File: src/rtl/wlock_pkg.sv
package wlock_pkg;

    typedef enum logic [2:0] {
        WP_TIGHT    = 3'b001,
        WP_LOCKED   = 3'b010,
        WP_UNLOCKED = 3'b100
    } wp_state_e;

    typedef enum logic [1:0] {
        OP_UNLOCK     = 2'd0,
        OP_LOCK       = 2'd1,
        OP_TIGHTEN    = 2'd2,
        OP_UNLOCK_ALL = 2'd3
    } wp_op_e;

    typedef enum logic {
        W_IDLE = 1'b0,
        W_RUN  = 1'b1
    } walk_fsm_e;

    // Outcome of visiting one block during a walk
    typedef struct packed {
        logic      write;
        logic      finish;
        logic      err;
        wp_state_e nstate;
    } step_t;

    function automatic step_t decide_step(wp_op_e op, wp_state_e cur,
                                          logic oor, logic at_last);
        step_t d;
        d.write  = 1'b0;
        d.finish = 1'b0;
        d.err    = 1'b0;
        d.nstate = WP_LOCKED;
        if (oor) begin
            d.err    = 1'b1;
            d.finish = 1'b1;
        end else if (op == OP_TIGHTEN) begin
            if (cur != WP_UNLOCKED) begin
                d.write  = 1'b1;
                d.nstate = WP_TIGHT;
            end
            d.finish = at_last;
        end else if (cur == WP_TIGHT) begin
            d.finish = 1'b1;
        end else begin
            d.write  = 1'b1;
            d.nstate = (op == OP_LOCK) ? WP_LOCKED : WP_UNLOCKED;
            d.finish = at_last;
        end
        return d;
    endfunction

endpackage

File: src/rtl/wlock_range_regs.sv
module wlock_range_regs #(
    parameter int DATA_W = 16,
    parameter int ADDR_W = 4
) (
    input  logic              clk,
    input  logic              rst,
    input  logic [DATA_W-1:0] addr_wdata,
    input  logic              start_we,
    input  logic              end_we,
    output logic [ADDR_W-1:0] start_q,
    output logic [ADDR_W-1:0] end_q
);
    logic [ADDR_W-1:0] masked;
    assign masked = addr_wdata[ADDR_W-1:0];

    always_ff @(posedge clk) begin
        if (rst) begin
            start_q <= '0;
            end_q   <= '0;
        end else begin
            if (start_we) begin
                start_q <= masked;
                end_q   <= masked;
            end
            if (end_we) begin
                end_q <= masked;
            end
        end
    end
endmodule

File: src/rtl/wlock_state_array.sv
module wlock_state_array
    import wlock_pkg::*;
#(
    parameter int NUM_BLOCKS = 12,
    parameter int ADDR_W     = 4
) (
    input  logic              clk,
    input  logic              rst,
    input  logic              wr_en,
    input  logic [ADDR_W-1:0] wr_idx,
    input  wp_state_e         wr_state,
    input  logic [ADDR_W-1:0] rd_idx,
    output wp_state_e         rd_state,
    input  logic [ADDR_W-1:0] q_idx,
    output wp_state_e         q_state
);
    localparam logic [ADDR_W:0] NUM_L = (ADDR_W+1)'(NUM_BLOCKS);

    wp_state_e st [NUM_BLOCKS];

    always_ff @(posedge clk) begin
        for (int i = 0; i < NUM_BLOCKS; i++) begin
            if (rst) begin
                st[i] <= WP_LOCKED;
            end else if (wr_en && wr_idx == ADDR_W'(i)) begin
                st[i] <= wr_state;
            end
        end
    end

    // Two read ports share one guarded mux structure
    logic [ADDR_W-1:0] rd_addr [2];
    wp_state_e         rd_data [2];
    assign rd_addr[0] = rd_idx;
    assign rd_addr[1] = q_idx;

    for (genvar p = 0; p < 2; p++) begin : g_rport
        always_comb begin
            rd_data[p] = WP_LOCKED;
            for (int i = 0; i < NUM_BLOCKS; i++) begin
                if (rd_addr[p] == ADDR_W'(i)) rd_data[p] = st[i];
            end
            if ({1'b0, rd_addr[p]} >= NUM_L) rd_data[p] = WP_LOCKED;
        end
    end

    assign rd_state = rd_data[0];
    assign q_state  = rd_data[1];
endmodule

File: src/rtl/wlock_walker.sv
module wlock_walker
    import wlock_pkg::*;
#(
    parameter int NUM_BLOCKS = 12,
    parameter int ADDR_W     = 4
) (
    input  logic              clk,
    input  logic              rst,
    input  logic              cmd_valid,
    input  wp_op_e            cmd_op,
    input  logic [ADDR_W-1:0] start_blk,
    input  logic [ADDR_W-1:0] end_blk,
    input  wp_state_e         rd_state,
    output logic [ADDR_W-1:0] cur_idx,
    output logic              wr_en,
    output wp_state_e         wr_state,
    output logic              busy,
    output logic              done,
    output logic              cmd_err,
    output wp_state_e         wp_status
);
    localparam logic [ADDR_W:0]   NUM_L   = (ADDR_W+1)'(NUM_BLOCKS);
    localparam logic [ADDR_W-1:0] LAST_IX = ADDR_W'(NUM_BLOCKS - 1);

    walk_fsm_e         fsm_q;
    wp_op_e            op_q;
    logic [ADDR_W-1:0] cur_q;
    logic [ADDR_W-1:0] last_q;
    step_t             step;
    logic              oor;

    assign oor  = ({1'b0, cur_q} >= NUM_L);
    assign step = decide_step(op_q, rd_state, oor, cur_q == last_q);

    assign cur_idx  = cur_q;
    assign busy     = (fsm_q == W_RUN);
    assign wr_en    = busy && step.write;
    assign wr_state = step.nstate;

    always_ff @(posedge clk) begin
        if (rst) begin
            fsm_q     <= W_IDLE;
            op_q      <= OP_UNLOCK;
            cur_q     <= '0;
            last_q    <= '0;
            done      <= 1'b0;
            cmd_err   <= 1'b0;
            wp_status <= WP_LOCKED;
        end else begin
            done <= 1'b0;
            case (fsm_q)
                W_IDLE: begin
                    if (cmd_valid) begin
                        cmd_err <= 1'b0;
                        op_q    <= cmd_op;
                        if (cmd_op == OP_UNLOCK_ALL) begin
                            cur_q  <= '0;
                            last_q <= LAST_IX;
                            fsm_q  <= W_RUN;
                        end else if (start_blk > end_blk) begin
                            done <= 1'b1;
                        end else begin
                            cur_q  <= start_blk;
                            last_q <= end_blk;
                            fsm_q  <= W_RUN;
                        end
                    end
                end
                W_RUN: begin
                    if (step.write) wp_status <= step.nstate;
                    if (step.err)   cmd_err   <= 1'b1;
                    if (step.finish) begin
                        fsm_q <= W_IDLE;
                        done  <= 1'b1;
                    end else begin
                        cur_q <= cur_q + 1'b1;
                    end
                end
                default: fsm_q <= W_IDLE;
            endcase
        end
    end
endmodule

File: src/rtl/blk_wlock_mgr.sv
module blk_wlock_mgr
    import wlock_pkg::*;
#(
    parameter int NUM_BLOCKS = 12,
    parameter int DATA_W     = 16,
    parameter int ADDR_W     = $clog2(NUM_BLOCKS)
) (
    input  logic              clk,
    input  logic              rst,
    input  logic [DATA_W-1:0] addr_wdata,
    input  logic              start_we,
    input  logic              end_we,
    input  logic              cmd_valid,
    input  logic [1:0]        cmd_op,
    input  logic [ADDR_W-1:0] query_idx,
    output logic [2:0]        query_state,
    output logic [ADDR_W-1:0] start_blk,
    output logic [ADDR_W-1:0] end_blk,
    output logic              busy,
    output logic              done,
    output logic              cmd_err,
    output logic [2:0]        wp_status
);
    logic [ADDR_W-1:0] cur_idx;
    logic              wr_en;
    wp_state_e         wr_state;
    wp_state_e         rd_state;
    wp_state_e         q_state;
    wp_state_e         status_e;

    wlock_range_regs #(.DATA_W(DATA_W), .ADDR_W(ADDR_W)) u_regs (
        .clk        (clk),
        .rst        (rst),
        .addr_wdata (addr_wdata),
        .start_we   (start_we),
        .end_we     (end_we),
        .start_q    (start_blk),
        .end_q      (end_blk)
    );

    wlock_state_array #(.NUM_BLOCKS(NUM_BLOCKS), .ADDR_W(ADDR_W)) u_array (
        .clk      (clk),
        .rst      (rst),
        .wr_en    (wr_en),
        .wr_idx   (cur_idx),
        .wr_state (wr_state),
        .rd_idx   (cur_idx),
        .rd_state (rd_state),
        .q_idx    (query_idx),
        .q_state  (q_state)
    );

    wlock_walker #(.NUM_BLOCKS(NUM_BLOCKS), .ADDR_W(ADDR_W)) u_walk (
        .clk       (clk),
        .rst       (rst),
        .cmd_valid (cmd_valid),
        .cmd_op    (wp_op_e'(cmd_op)),
        .start_blk (start_blk),
        .end_blk   (end_blk),
        .rd_state  (rd_state),
        .cur_idx   (cur_idx),
        .wr_en     (wr_en),
        .wr_state  (wr_state),
        .busy      (busy),
        .done      (done),
        .cmd_err   (cmd_err),
        .wp_status (status_e)
    );

    assign query_state = q_state;
    assign wp_status   = status_e;
endmodule

File: config.mk
export PLATFORM = sky130hd
export DESIGN_NAME = blk_wlock_mgr
export DESIGN_NICKNAME = d
export VERILOG_FILES = /design/src/rtl/wlock_pkg.sv /design/src/rtl/wlock_range_regs.sv /design/src/rtl/wlock_state_array.sv /design/src/rtl/wlock_walker.sv /design/src/rtl/blk_wlock_mgr.sv
export SDC_FILE = /design/constraint.sdc
export NUM_CORES = 1
export LEC_CHECK = 0
export ABC_AREA = 1
export BUFFER_PORTS_ARGS = -buffer_cell sky130_fd_sc_hd__buf_2
export CAP_MARGIN = 20
export CELL_PAD_IN_SITES_DETAIL_PLACEMENT = 1
export CELL_PAD_IN_SITES_GLOBAL_PLACEMENT = 2
export CORE_MARGIN = 2
export CORE_UTILIZATION = 32
export CTS_BUF_LIST = sky130_fd_sc_hd__clkbuf_8
export DETAILED_ROUTE_END_ITERATION = 7
export MAX_ROUTING_LAYER = met4
export PLACE_DENSITY_LB_ADDON = 0.1
export SLEW_MARGIN = 25
export SYNTH_ARGS = -nofsm -noshare
export SYNTH_HDL_FRONTEND = slang
export SYNTH_SLANG_ARGS = --single-unit
File: constraint.sdc
create_clock -name clk -period 2.65 [get_ports clk]
set_input_delay 0.3975 -clock clk [delete_from_list [all_inputs] [get_ports clk]]
set_output_delay 0.3975 -clock clk [all_outputs]
set_load 0.05 [all_outputs]
==> flow_summary.rst <==
.. list-table::
   :header-rows: 1

   * - Metric
     - Value
   * - Area of the die
     - 0.01228 sq mm
   * - Post-synthesis register bit count
     - 60
   * - Maximum vdd drop
     - 318.7 uV
   * - DRC Markers
     - 0
   * - Area Overhead vs Synth
     - 33.06%
   * - Worst clock skew on the final layout
     - 0.008610 ns
   * - Routed vias
     - 3530
   * - Number of nets in the layout
     - 604
   * - GR Overflow Total
     - 0
   * - Switching power of the nets
     - 1413 uW
   * - Via count normalized by instance count
     - 4.923
   * - Combinational fraction of design power
     - 43.8%
   * - Startpoint type of the worst setup path
     - register
   * - Hold Path Depth
     - 2
   * - Global-route wire length before repair
     - 18.64 mm
   * - Yosys warning count
     - 0
   * - Worst Path Required
     - 2.73 ns
   * - Fraction of the mapped netlist area in compound gates
     - 10.48%
   * - Detailed-route wire length on metal 1
     - 5.495 mm
   * - Portion of netlist area occupied by mux cells
     - 0%
   * - Initial antenna violation count
     - 0
   * - Number of inserted diodes
     - 0
   * - Sink Count
     - 60
   * - Kind of end point of the critical path
     - register
   * - Internal power of the cells
     - 2158 uW
   * - Cell repeated most along the worst path
     - sky130_fd_sc_hd__nand3_1
   * - Worst r2r src
     - u_walk.cur_idx[1]$_SDFFE_PP0P_
   * - Highest metal layer with signal wires
     - met4
   * - Placed cell count
     - 686
   * - Std-Cell Core Area
     - 0.01127 sq mm
   * - Fraction of synthesized cell area taken by the top area cell type
     - 29.60%
   * - Final non-filler cell area
     - 0.004860 sq mm
   * - Ratio of cells with drive above 1 in the final layout
     - 32.93%
   * - Via count of the first global-routing pass
     - 3657
   * - Worst R2R Path Depth
     - 23
   * - Post-DP HPWL
     - 8.137 mm
   * - Depth of the CTS H-tree
     - 3
   * - Global routing usage summed across all routing layers
     - 19.61%
   * - Final wirelength
     - 11.38 mm
   * - Count of max-cap constraint violations
     - 0
   * - Reg-to-reg setup timing slack
     - -0.003 ns
   * - Source-to-sink clock delay at the later pin of the worst-skew pair
     - 0.34 ns
   * - Site row count
     - 39
   * - Detailed Route Iter0 Violations
     - 129
   * - Hold Violations, Final
     - 0
   * - Number of primary I/O pins
     - 44
   * - Failing checks
     - negative setup slack
   * - # port buffers
     - 31
   * - DRT antenna net count
     - 0
   * - Post-synthesis simple-gate area fraction
     - 33.26%
   * - Synthesized instance count
     - 479
   * - Final Setup Violations
     - 4
   * - Final Hold Slack
     - 0.2598 ns
   * - Netlist Area Pre-Place
     - 0.003652 sq mm
   * - Maximum fanout count along the critical path
     - 7
   * - Post-synthesis area per instance
     - 7.625 sq um
   * - Final routed wire length divided by cell count
     - 15.87 microns
   * - Leakage power
     - 0.002036 uW
   * - Final min period
     - 2.653 ns
   * - Cell chosen for the clock root
     - sky130_fd_sc_hd__clkbuf_8
   * - Count of TritonRoute iterations in the first routing pass
     - 5
   * - Width of the chip
     - 110.8 microns
   * - Initial Utilization
     - 32.40%
   * - Global placer's final weighted congestion
     - 0.7959
   * - Tcrit/Tclk final
     - 100.1%
   * - Number of max-slew violations in the final report
     - 0
   * - Number of buffers created by CTS
     - 9
   * - Pin count of the biggest net entering global routing
     - 58
   * - Transition time at the pin with the least slew margin
     - 0.7153 ns
   * - Outcome
     - complete, but fails checks
   * - Synthesized-area fraction occupied by adder cells
     - 2.741%
   * - Unrepaired setup endpoints after global routing
     - true
   * - Clock-pin slew on the worst setup and hold paths
     - 0.07 ns
   * - Cells traversed along the worst timing path
     - inv_4, ha_4, buf_4, nor2_1, nand3_1, nand3_1, nand2_1, nand3_1, nand2_1, nand2_1, nand2_1, nand3_1, nand3_1, nand2_2, nand2_1, nor2_4, nand3_4, nand2_4, nor2_4, buf_12, buf_4, nand3_1, nor2_1
   * - Setup Total Neg Slack
     - -0.009549 ns
   * - Setup slack of the critical path after layout
     - -0.003496 ns
   * - Die height
     - 110.8 microns
   * - Worst hold path type
     - in -> reg
   * - Most area-consuming cells after synthesis
     - sky130_fd_sc_hd__edfxtp_1 30%, sky130_fd_sc_hd__dfxtp_1 13%, sky130_fd_sc_hd__nand2_1 9.6%, sky130_fd_sc_hd__nor2_1 7.5%, sky130_fd_sc_hd__inv_1 5.9%
   * - Critical Path Sink
     - u_array.st[0][6]$_SDFFCE_PN0P_
   * - Post-route core utilization
     - 43.11%
   * - Switching Fraction
     - 39.57%
   * - Filler-free cell count of the finished design
     - 717
   * - Sequential area share after synthesis
     - 42.75%
   * - Kind of critical path
     - reg -> reg
   * - TritonCTS clock tree
     - built
   * - Highest cell delay on the worst timing path
     - 0.36 ns
   * - Total met3 wirelength after detailed routing
     - 206 microns
   * - Critical hold path startpoint
     - rst
   * - WL met2
     - 5.541 mm
   * - Highest Clock Rate
     - 0.3769 GHz
   * - Main combinational cell family by area after synthesis
     - simple AND/OR/NAND/NOR gates
   * - Critical path data arrival time
     - 2.74 ns
   * - Max transition margin
     - 52.32%
   * - Post-synthesis cell type with the largest combined area
     - sky130_fd_sc_hd__edfxtp_1
   * - Start point of the critical path
     - u_walk.cur_idx[1]$_SDFFE_PP0P_
   * - Xor-xnor portion of the synthesized cell area
     - 1.199%
   * - Portion of total power attributed to sequential cells
     - 32.4%
   * - Count of unique library cells instantiated by Yosys
     - 36
   * - Endpoint of the most critical register-to-register path
     - u_array.st[0][6]$_SDFFCE_PN0P_
   * - Slowest CP cell
     - sky130_fd_sc_hd__dfxtp_2
   * - Post-synthesis net count
     - 514
   * - Power Density
     - 734.7 mW/mm^2
   * - Placement Cell Area
     - 0.004292 sq mm
   * - Clock network fraction of design power
     - 23.8%
   * - Number of buffers between clock root and the deepest sink
     - 2
==> area by class of cell <==
class                           instances  area, sq um
Clock buffer                           11        151.4
Fill cell                            1387         6412
Inverter                               65        259.0
Sequential cell                        60         1569
Multi-Input combinational cell        337         1941
Timing Repair Buffer                   96        710.7
Tap cell                              143        178.9
Clock inverter                          5        50.05
==> state kept, by name (all words and copies together) (netlist names) <==
register / count
u_walk.last_q: 4
u_walk.cur_idx: 4
u_walk.done: 1
u_regs.end_q: 4
u_walk.wp_status: 3
u_regs.start_q: 4
u_walk.op_q: 2
u_walk.busy: 1
u_array.st: 36
u_walk.cmd_err: 1
==> layout by cell type, fill, tap and decap left out, types with 5 or more instances in the layout <==
master and n:
sky130_fd_sc_hd__a21oi_1 23, sky130_fd_sc_hd__inv_4 7, sky130_fd_sc_hd__nor2_4 10, sky130_fd_sc_hd__nand4_1 18, sky130_fd_sc_hd__inv_1 54, sky130_fd_sc_hd__buf_2 30, sky130_fd_sc_hd__clkbuf_8 11, sky130_fd_sc_hd__dfxtp_1 20
sky130_fd_sc_hd__edfxtp_1 36, sky130_fd_sc_hd__nor2_2 6, sky130_fd_sc_hd__nand3_2 11, sky130_fd_sc_hd__buf_4 58, sky130_fd_sc_hd__o21ai_0 20, sky130_fd_sc_hd__nand3_1 34, sky130_fd_sc_hd__nand2_1 87, sky130_fd_sc_hd__nand2_2 8
sky130_fd_sc_hd__nor2_1 68, sky130_fd_sc_hd__nand2_4 5, sky130_fd_sc_hd__o21ai_2 11, sky130_fd_sc_hd__a31oi_1 5, sky130_fd_sc_hd__inv_2 6
==> what timing repair did <==
item | in CTS | in global routing
endpoints found under the setup margin | 78 | 82
gates resized for setup | 45 | 24
hold buffers | 0 | 0
buffers inserted | 13 | 2
hold endpoints to repair | 0 | 0
cloned | 1 | 0
pin swaps | 23 | 16
==> synthesized netlist by cell type <==
cell type and instances:
sky130_fd_sc_hd__a221oi_1 1, sky130_fd_sc_hd__inv_2 7, sky130_fd_sc_hd__inv_4 1, sky130_fd_sc_hd__nor2_8 1, sky130_fd_sc_hd__o21ai_1 13, sky130_fd_sc_hd__nand4_1 18, sky130_fd_sc_hd__clkbuf_1 5, sky130_fd_sc_hd__xnor2_1 4
sky130_fd_sc_hd__nand3_2 7, sky130_fd_sc_hd__a2111oi_0 1, sky130_fd_sc_hd__nor2_4 6, sky130_fd_sc_hd__nand2_1 93, sky130_fd_sc_hd__o211ai_1 1, sky130_fd_sc_hd__or2_2 1, sky130_fd_sc_hd__a21oi_1 24, sky130_fd_sc_hd__nand2_4 3
sky130_fd_sc_hd__nand2_2 4, sky130_fd_sc_hd__o41ai_1 1, sky130_fd_sc_hd__a31oi_1 5, sky130_fd_sc_hd__nor2_2 5, sky130_fd_sc_hd__nand3_1 39, sky130_fd_sc_hd__nor3_1 1, sky130_fd_sc_hd__o31ai_1 2, sky130_fd_sc_hd__buf_2 7
sky130_fd_sc_hd__inv_1 57, sky130_fd_sc_hd__buf_6 4, sky130_fd_sc_hd__xor2_1 1, sky130_fd_sc_hd__edfxtp_1 36, sky130_fd_sc_hd__dfxtp_1 24, sky130_fd_sc_hd__nand4_2 1, sky130_fd_sc_hd__nor2_1 73, sky130_fd_sc_hd__o2111ai_1 2
sky130_fd_sc_hd__o21ai_0 20, sky130_fd_sc_hd__buf_1 1, sky130_fd_sc_hd__or2_0 2, sky130_fd_sc_hd__ha_1 8
==> metal layers <==
metal  up-vias  GRT usage, %
li1       1772             -
met1      1705         25.56
met2        42         31.86
met3        11         2.351
met4         0         6.583
met5         -             -
==> worst min path at each step <==
stage	endpoint	slack, ns
floorplan	u_walk.op_q[1]$_SDFFE_PP0P_	0.45
global placement	u_walk.cmd_err$_SDFFE_PP0P_	0.45
detailed placement	u_walk.cmd_err$_SDFFE_PP0P_	0.46
CTS	u_walk.last_q[2]$_SDFFE_PP0P_	0.24
global route	u_walk.last_q[2]$_SDFFE_PP0P_	0.26
finish	u_walk.last_q[2]$_SDFFE_PP0P_	0.26
==> worst max-delay path: cells and delay by family, from the launching register on <==
| kind | cells | cell delay, ns |
|---|---|---|
| adder cells (fa/ha/maj) | 1 | 0.16 |
| flip-flops | 1 | 0.36 |
| AND/OR/NAND/NOR | 18 | 1.42 |
| buffers and inverters | 4 | 0.45 |
==> power by group through the flow <==
stage	logic, uW	registers, uW	clock network, uW
after floorplan	773	1210	0
after global placement	1280	1160	0
after detailed placement	1290	1160	0
after CTS	1510	1150	875
after global routing	1720	1170	912
final	1560	1160	850
==> metrics by stage <==
stage               total power [uW]  setup slack, ns
finish                          3570        -0.003496
global route                    3794          -0.2364
floorplan                       1983          0.03424
CTS                             3542         -0.01759
global placement                2435          -0.1622
detailed placement              2454          -0.2483
==> cells by family (layout without fill, tap and decap cells) <==
| family | Yosys count | in the layout |
|---|---|---|
| buffers and inverters | 82 | 177 |
| AO/OA/AOI/OAI | 70 | 70 |
| flip-flops | 60 | 60 |
| adder cells (fa/ha/maj) | 8 | 8 |
| XOR/XNOR | 5 | 5 |
| AND/OR/NAND/NOR | 254 | 254 |
Note: power is estimated with default switching activity, not from simulation.
